`config.mk`:
```
export PLATFORM = sky130hd
export DESIGN_NAME = rpt_timer
export DESIGN_NICKNAME = d
export VERILOG_FILES = /design/src/rtl/rpt_pkg.sv /design/src/rtl/rpt_regif.sv /design/src/rtl/rpt_counter.sv /design/src/rtl/rpt_irq.sv /design/src/rtl/rpt_timer.sv
export SDC_FILE = /design/constraint.sdc
export NUM_CORES = 1
export LEC_CHECK = 0
export BUFFER_PORTS_ARGS = -buffer_cell sky130_fd_sc_hd__buf_2
export CAP_MARGIN = 25
export CELL_PAD_IN_SITES_DETAIL_PLACEMENT = 0
export CELL_PAD_IN_SITES_GLOBAL_PLACEMENT = 2
export CORE_UTILIZATION = 31
export DETAILED_ROUTE_END_ITERATION = 8
export PLACE_DENSITY_LB_ADDON = 0.15
export RECOVER_POWER = 100
export SLEW_MARGIN = 5
export SYNTH_ARGS = -nofsm -noshare
export SYNTH_HDL_FRONTEND = slang
export SYNTH_SLANG_ARGS = --single-unit
```
`constraint.sdc`:
```
create_clock -name clk -period 2.9 [get_ports clk]
set_input_delay 0.435 -clock clk [delete_from_list [all_inputs] [get_ports clk]]
set_output_delay 0.435 -clock clk [all_outputs]
set_load 0.005 [all_outputs]
```
`src/rtl/rpt_pkg.sv`:
```
package rpt_pkg;

    // Register byte offsets; software decodes these
    localparam logic [7:0] OFS_MASK = 8'h10;
    localparam logic [7:0] OFS_RAW  = 8'h14;
    localparam logic [7:0] OFS_MIS  = 8'h18;
    localparam logic [7:0] OFS_CLR  = 8'h1C;
    localparam logic [7:0] OFS_CUR  = 8'h20;
    localparam logic [7:0] OFS_LOAD = 8'h24;
    localparam logic [7:0] OFS_CTRL = 8'h28;

    // Control bit positions
    localparam int CTRL_SELF = 0;
    localparam int CTRL_RUN  = 1;

    // Interrupt group bit positions
    localparam int IRQ_ALARM  = 0;
    localparam int IRQ_PERIOD = 1;
    localparam int NUM_IRQ    = 2;

    typedef struct packed {
        logic mask_wr;
        logic clr_wr;
        logic load_wr;
        logic ctrl_wr;
    } wr_strobe_t;

endpackage

```
`src/rtl/rpt_regif.sv`:
```
module rpt_regif
    import rpt_pkg::*;
#(
    parameter int ADDR_W = 8,
    parameter int DATA_W = 32,
    parameter int CNT_W  = 16
) (
    input  logic                psel_i,
    input  logic                penable_i,
    input  logic                pwrite_i,
    input  logic [ADDR_W-1:0]   paddr_i,
    input  logic [CNT_W-1:0]    cur_i,
    input  logic [CNT_W-1:0]    load_i,
    input  logic                run_i,
    input  logic                self_i,
    input  logic [NUM_IRQ-1:0]  raw_i,
    input  logic [NUM_IRQ-1:0]  mask_i,
    input  logic [NUM_IRQ-1:0]  mis_i,
    output wr_strobe_t          strb_o,
    output logic [DATA_W-1:0]   prdata_o
);

    logic wr_access;
    logic rd_sel;

    assign wr_access = psel_i && penable_i && pwrite_i;
    assign rd_sel    = psel_i && !pwrite_i;

    always_comb begin
        strb_o         = '0;
        strb_o.mask_wr = wr_access && (paddr_i == ADDR_W'(OFS_MASK));
        strb_o.clr_wr  = wr_access && (paddr_i == ADDR_W'(OFS_CLR));
        strb_o.load_wr = wr_access && (paddr_i == ADDR_W'(OFS_LOAD));
        strb_o.ctrl_wr = wr_access && (paddr_i == ADDR_W'(OFS_CTRL));
    end

    always_comb begin
        prdata_o = '0;
        if (rd_sel) begin
            if (paddr_i == ADDR_W'(OFS_MASK)) begin
                prdata_o = DATA_W'(mask_i);
            end else if (paddr_i == ADDR_W'(OFS_RAW)) begin
                prdata_o = DATA_W'(raw_i);
            end else if (paddr_i == ADDR_W'(OFS_MIS)) begin
                prdata_o = DATA_W'(mis_i);
            end else if (paddr_i == ADDR_W'(OFS_CUR)) begin
                prdata_o = DATA_W'(cur_i);
            end else if (paddr_i == ADDR_W'(OFS_LOAD)) begin
                prdata_o = DATA_W'(load_i);
            end else if (paddr_i == ADDR_W'(OFS_CTRL)) begin
                prdata_o[CTRL_RUN]  = run_i;
                prdata_o[CTRL_SELF] = self_i;
            end
        end
    end

endmodule

```
`src/rtl/rpt_counter.sv`:
```
module rpt_counter #(
    parameter int CNT_W = 16
) (
    input  logic             clk,
    input  logic             rst_n,
    input  logic             tick_i,
    input  logic             ctrl_wr_i,
    input  logic             ctrl_run_i,
    input  logic             ctrl_self_i,
    input  logic             load_wr_i,
    input  logic [CNT_W-1:0] load_val_i,
    output logic             run_o,
    output logic             self_o,
    output logic [CNT_W-1:0] load_o,
    output logic [CNT_W-1:0] cnt_o,
    output logic             expire_o
);

    localparam logic [CNT_W-1:0] ONE = CNT_W'(1);

    typedef struct packed {
        logic             run;
        logic             self_start;
        logic [CNT_W-1:0] load;
        logic [CNT_W-1:0] cnt;
    } cnt_state_t;

    cnt_state_t st_d, st_q;

    function automatic logic [CNT_W-1:0] eff_load(input logic [CNT_W-1:0] v);
        return (v == '0) ? ONE : v;
    endfunction

    always_comb begin
        st_d     = st_q;
        expire_o = 1'b0;
        if (ctrl_wr_i) begin
            st_d.self_start = ctrl_self_i;
            st_d.run        = ctrl_run_i;
            if (ctrl_run_i && !st_q.run) begin
                st_d.cnt = eff_load(st_q.load);
            end
        end else if (load_wr_i && !st_q.run) begin
            st_d.load = load_val_i;
            if (st_q.self_start) begin
                st_d.run = 1'b1;
                st_d.cnt = eff_load(load_val_i);
            end
        end else if (st_q.run && tick_i) begin
            if (st_q.cnt <= ONE) begin
                expire_o = 1'b1;
                st_d.cnt = eff_load(st_q.load);
            end else begin
                st_d.cnt = st_q.cnt - ONE;
            end
        end
    end

    always_ff @(posedge clk or negedge rst_n) begin
        if (!rst_n) begin
            st_q <= '0;
        end else begin
            st_q <= st_d;
        end
    end

    assign run_o  = st_q.run;
    assign self_o = st_q.self_start;
    assign load_o = st_q.load;
    assign cnt_o  = st_q.cnt;

endmodule

```
`src/rtl/rpt_irq.sv`:
```
module rpt_irq #(
    parameter int NUM_SRC = 2
) (
    input  logic               clk,
    input  logic               rst_n,
    input  logic [NUM_SRC-1:0] set_i,
    input  logic               clr_wr_i,
    input  logic [NUM_SRC-1:0] clr_bits_i,
    input  logic               mask_wr_i,
    input  logic [NUM_SRC-1:0] mask_bits_i,
    output logic [NUM_SRC-1:0] raw_o,
    output logic [NUM_SRC-1:0] mask_o,
    output logic [NUM_SRC-1:0] mis_o,
    output logic               irq_o
);

    typedef struct packed {
        logic [NUM_SRC-1:0] raw;
        logic [NUM_SRC-1:0] mask;
    } irq_state_t;

    irq_state_t st_d, st_q;

    always_comb begin
        st_d = st_q;
        for (int i = 0; i < NUM_SRC; i++) begin
            // a set in the same cycle as a clear wins
            if (set_i[i]) begin
                st_d.raw[i] = 1'b1;
            end else if (clr_wr_i && clr_bits_i[i]) begin
                st_d.raw[i] = 1'b0;
            end
        end
        if (mask_wr_i) begin
            st_d.mask = mask_bits_i;
        end
    end

    always_ff @(posedge clk or negedge rst_n) begin
        if (!rst_n) begin
            st_q <= '0;
        end else begin
            st_q <= st_d;
        end
    end

    genvar g;
    generate
        for (g = 0; g < NUM_SRC; g++) begin : g_mis
            assign mis_o[g] = st_q.raw[g] & st_q.mask[g];
        end
    endgenerate

    assign raw_o  = st_q.raw;
    assign mask_o = st_q.mask;
    assign irq_o  = |mis_o;

endmodule

```
`src/rtl/rpt_timer.sv`:
```
module rpt_timer
    import rpt_pkg::*;
#(
    parameter int ADDR_W = 8,
    parameter int DATA_W = 32,
    parameter int CNT_W  = 16
) (
    input  logic              clk,
    input  logic              rst_n,
    input  logic              tick_i,
    input  logic              alarm_evt_i,
    input  logic              psel_i,
    input  logic              penable_i,
    input  logic              pwrite_i,
    input  logic [ADDR_W-1:0] paddr_i,
    input  logic [DATA_W-1:0] pwdata_i,
    output logic [DATA_W-1:0] prdata_o,
    output logic              irq_o
);

    wr_strobe_t         strb;
    logic               tmr_run;
    logic               tmr_self;
    logic [CNT_W-1:0]   tmr_load;
    logic [CNT_W-1:0]   tmr_cnt;
    logic               tmr_expire;
    logic [NUM_IRQ-1:0] irq_set;
    logic [NUM_IRQ-1:0] irq_raw;
    logic [NUM_IRQ-1:0] irq_mask;
    logic [NUM_IRQ-1:0] irq_mis;

    rpt_regif #(
        .ADDR_W (ADDR_W),
        .DATA_W (DATA_W),
        .CNT_W  (CNT_W)
    ) u_regif (
        .psel_i    (psel_i),
        .penable_i (penable_i),
        .pwrite_i  (pwrite_i),
        .paddr_i   (paddr_i),
        .cur_i     (tmr_cnt),
        .load_i    (tmr_load),
        .run_i     (tmr_run),
        .self_i    (tmr_self),
        .raw_i     (irq_raw),
        .mask_i    (irq_mask),
        .mis_i     (irq_mis),
        .strb_o    (strb),
        .prdata_o  (prdata_o)
    );

    rpt_counter #(
        .CNT_W (CNT_W)
    ) u_counter (
        .clk         (clk),
        .rst_n       (rst_n),
        .tick_i      (tick_i),
        .ctrl_wr_i   (strb.ctrl_wr),
        .ctrl_run_i  (pwdata_i[CTRL_RUN]),
        .ctrl_self_i (pwdata_i[CTRL_SELF]),
        .load_wr_i   (strb.load_wr),
        .load_val_i  (pwdata_i[CNT_W-1:0]),
        .run_o       (tmr_run),
        .self_o      (tmr_self),
        .load_o      (tmr_load),
        .cnt_o       (tmr_cnt),
        .expire_o    (tmr_expire)
    );

    always_comb begin
        irq_set             = '0;
        irq_set[IRQ_ALARM]  = alarm_evt_i;
        irq_set[IRQ_PERIOD] = tmr_expire;
    end

    rpt_irq #(
        .NUM_SRC (NUM_IRQ)
    ) u_irq (
        .clk         (clk),
        .rst_n       (rst_n),
        .set_i       (irq_set),
        .clr_wr_i    (strb.clr_wr),
        .clr_bits_i  (pwdata_i[NUM_IRQ-1:0]),
        .mask_wr_i   (strb.mask_wr),
        .mask_bits_i (pwdata_i[NUM_IRQ-1:0]),
        .raw_o       (irq_raw),
        .mask_o      (irq_mask),
        .mis_o       (irq_mis),
        .irq_o       (irq_o)
    );

endmodule

```
==> out/qor.csv <==
stage,metric,value,unit
status,outcome,finished clean,
setup_path,"slowest stage delay, CP",740,ps
timing,actual transition at the worst max-transition pin,1380,ps
grt,overflow left after global routing,0,
synthesis,post-synthesis instance area,3050,sq um
power_and_ir_drop,worst voltage drop across the vdd grid,0.166,mV
final_layout,combined flip-flop and latch cell area,951,sq um
clocking,number of buffers created by CTS,5,
placement,cell area reported after detailed placement,3410,sq um
grt,number of antenna violations at the first check in global routing,0,
timing,post-route minimum period,2630,ps
clocking,Post-CTS Setup Bufs,0,
final_layout,area of the multi-input gates,1870,sq um
drt,number of design rule violations left after detail routing,0,
grt,maximum number of pins on one net before global-route repair,39,
timing,final slew viol count,0,
power_and_ir_drop,static leakage,1.43,nW
setup_path,worst path required time,3080,ps
grt,GRT Overall Usage,21.0,%
die,Die Span X,101,microns
synthesis,sequential cell area fraction in the yosys report,31.2,%
synthesis,number of unique standard cell types used by synthesis,68,
clocking,CTS Hold Bufs,0,
drt,Routed WL per cell,18.5,microns
clocking,CTS Root Buffer Type,sky130_fd_sc_hd__clkbuf_8,
timing,setup repair after global routing missed its margin,no,
clocking,clk slew on worst S/H paths,80,ps
synthesis,number of cells produced by synthesis,372,
clocking,deepest level of the CTS H-tree,2,
synthesis,top-area cell type share of the netlist area,31.2,%
final_layout,Fill cells,1060,
power_and_ir_drop,Final Total Pwr,1.31,mW
timing,total negative slack,0,ps
synthesis,proportion of register bits with asynchronous set or reset after synthesis,100,%
die,die footprint,10200,sq um
synthesis,number of enable-type register cells in the synthesized netlist,0,
clocking,clock network latency to the later pin of the worst-skew pair,300,ps
drt,via count normalized by instance count,5.45,
setup_path,Setup Crit Path Kind,flip-flop to flip-flop,
final_layout,fin util,36.9,%
clocking,clock net sink count,38,
timing,Final Cycle Share,90.6,%
drt,first-iteration detailed-routing DRC count,170,
final_layout,fraction of final layout cells with drive strength greater than 1,18.5,%
setup_path,crit start category,flip-flop,
synthesis,number of synthesis warnings,0,
drt,DR vias,3002,
placement,global placement routability congestion,0.816,
placement,DPL Wire Length,7.67,mm
final_layout,number of diodes added for antenna fixing,0,
drt,router iterations before antenna repair,5,
final_layout,post-synthesis to final-layout area growth,13.4,%
setup_path,endpoint type of the worst setup path,flip-flop,
setup_path,Critical Path Fanout Max,9,
setup_path,cell with the biggest individual delay on the critical path,sky130_fd_sc_hd__nor4_2,
hold_path,type of the most critical hold path,input pin to async pin,
synthesis,number of synthesized register bits,38,
die,Row Count,35,
power_and_ir_drop,power per cell area,379,nW/um^2
clocking,TritonCTS clock tree,built,
setup_path,number of buffer and inverter stages on the critical path,0,
timing,Post-Route Skew,6.19,ps
timing,Setup Viol. Count Final,0,
synthesis,average footprint of a synthesized cell,8.20,sq um
timing,FMAX,380,MHz
final_layout,post-route cell area,3460,sq um
clocking,post-cts sizing count,0,
placement,number of input and output port buffers inserted,47,
die,Chip Height,101,microns
flow_run,max-capacitance violation count,0,
grt,via count of the first global-routing pass,2830,
drt,total wirelength of the detailed-routed design,10.2,mm
synthesis,prevailing post-synth register cell,sky130_fd_sc_hd__dfrtp_1,
timing,total count of hold-check failures in the final report,0,
clocking,number of buffers on the longest clock path,2,
final_layout,# nets final,470,
drt,Antenna Nets Post-Route,0,
die,effective utilization at floorplan,32.6,%
timing,relative max-transition margin,7.90,%
grt,wire length of the first global-routing pass,16.1,mm
setup_path,Top delay family on crit path,simple AND/OR/NAND/NOR gates,
die,I/O pins,80,
synthesis,leading post-synthesis cells by cell area,"sky130_fd_sc_hd__dfrtp_1, sky130_fd_sc_hd__nand2_1, sky130_fd_sc_hd__a22oi_1, sky130_fd_sc_hd__buf_4, sky130_fd_sc_hd__nor2_1",
die,Core Box Area,9370,sq um
setup_path,critical-path cell list,"or4_4, nor4_2, a21oi_2, nor2_1, nor3_2, o32a_1",
synthesis,Synth area leader,sky130_fd_sc_hd__dfrtp_1,
setup_path,WP data arrival,2810,ps
## flip-flops by register name (all words and copies together) (netlist names)
signal,cells
u_counter.cnt_o,16
u_counter.load_o,16
u_irq.mask_o,2
u_irq.raw_o,2
u_counter.run_o,1
u_counter.self_o,1
## final cells by class
class / count / area share (%)
multi-input combinational: 301 / 54.0
tap: 129 / 4.67
clock inverter: 1 / 0.145
inverter: 9 / 0.976
sequential: 38 / 27.5
timing repair buffer: 66 / 10.2
clock buffer: 7 / 2.50
## worst register-to-register path: cells and delay by family, from the launching register on
family	cells	cell delay, ps
and+or+nand+nor	4	1550
AOI/OAI and AO/OA	2	520
DFF	1	440
## worst paths after layout
check	startpoint	end	slack, ps	cells after the start
hold reg to reg	u_irq.raw_o[1]$_DFFE_PN0P_	u_irq.raw_o[1]$_DFFE_PN0P_	530	2
min in group clk	alarm_evt_i	u_irq.raw_o[0]$_DFFE_PN0P_	320	2
setup / recovery	u_counter.cnt_o[7]$_DFFE_PN0P_	u_counter.cnt_o[12]$_DFFE_PN0P_	270	6
setup reg to reg	u_counter.cnt_o[7]$_DFFE_PN0P_	u_counter.cnt_o[12]$_DFFE_PN0P_	270	6
max in group asynchronous	rst_n	u_counter.load_o[2]$_DFFE_PN0P_	900	2
hold / removal	rst_n	u_irq.raw_o[0]$_DFFE_PN0P_	240	1
## report_power, final
group	total (mW)	switching, mW	internal (mW)
Clock	0.401	0.209	0.192
Sequential	0.600	0.0426	0.557
Combinational	0.309	0.177	0.132
Total	1.31	0.428	0.882
## cells in the mapped netlist, drive strengths merged, types with 4 or more instances
cell    number
nand4        4
nor4        12
nor3        13
nand3        9
dfrtp       38
o211ai       4
o221ai       6
nor2        34
nor4b        4
o21a         4
clkbuf      11
or3          4
a221oi       4
o21ai       19
and3         4
nand2       63
a21oi       14
a22oi       30
and2         8
buf         28
xnor2        4
inv          9
## cell families after synthesis
| group | Yosys count | share of synthesized area [%] |
|---|---|---|
| compound gates | 108 | 26.6 |
| xor+xnor | 7 | 2.01 |
| fa+ha+maj | 2 | 0.820 |
| buf+inv | 48 | 8.90 |
| flops | 38 | 31.2 |
| mux | 3 | 1.07 |
| other cells | 1 | 0.123 |
| simple gates | 165 | 29.3 |
## routing by layer
metal	share of wire [%]	routed length (microns)	GRT usage, %
met4	1.2	123	4.68
met5	0	0	0
met1	51	5230	32.2
met2	43	4340	30.8
met3	4.8	484	2.90
## placed cells by master, fill, tap and decap left out, types with 4 or more instances in the layout
cell                       Yosys  final
sky130_fd_sc_hd__and3_1        4      4
sky130_fd_sc_hd__o21ai_0      14     14
sky130_fd_sc_hd__or3_1         4      4
sky130_fd_sc_hd__dfrtp_1      38     38
sky130_fd_sc_hd__clkbuf_1     10     21
sky130_fd_sc_hd__nand2_1      62     62
sky130_fd_sc_hd__buf_2         9     30
sky130_fd_sc_hd__nand4_1       4      4
sky130_fd_sc_hd__nor2_1       34     34
sky130_fd_sc_hd__conb_1        1     16
sky130_fd_sc_hd__o21a_1        4      4
sky130_fd_sc_hd__a21oi_1      11     11
sky130_fd_sc_hd__inv_1         9      9
sky130_fd_sc_hd__xnor2_1       4      4
sky130_fd_sc_hd__a22oi_1      30     30
sky130_fd_sc_hd__nand3_1       8      8
sky130_fd_sc_hd__and2_1        8      6
sky130_fd_sc_hd__clkbuf_8      0      6
sky130_fd_sc_hd__buf_4        17     13
sky130_fd_sc_hd__nor3_1       11     11
sky130_fd_sc_hd__o221ai_1      6      6
sky130_fd_sc_hd__nor4_1        8      8
## through the flow
step	setup slack [ps]	instances	hold slack [ps]
global route	117	551	304
global placement	347	542	488
detailed placement	337	542	514
CTS	325	550	312
floorplan	555	387	139
finish	271	551	241
Note: power is estimated with default switching activity, not from simulation.
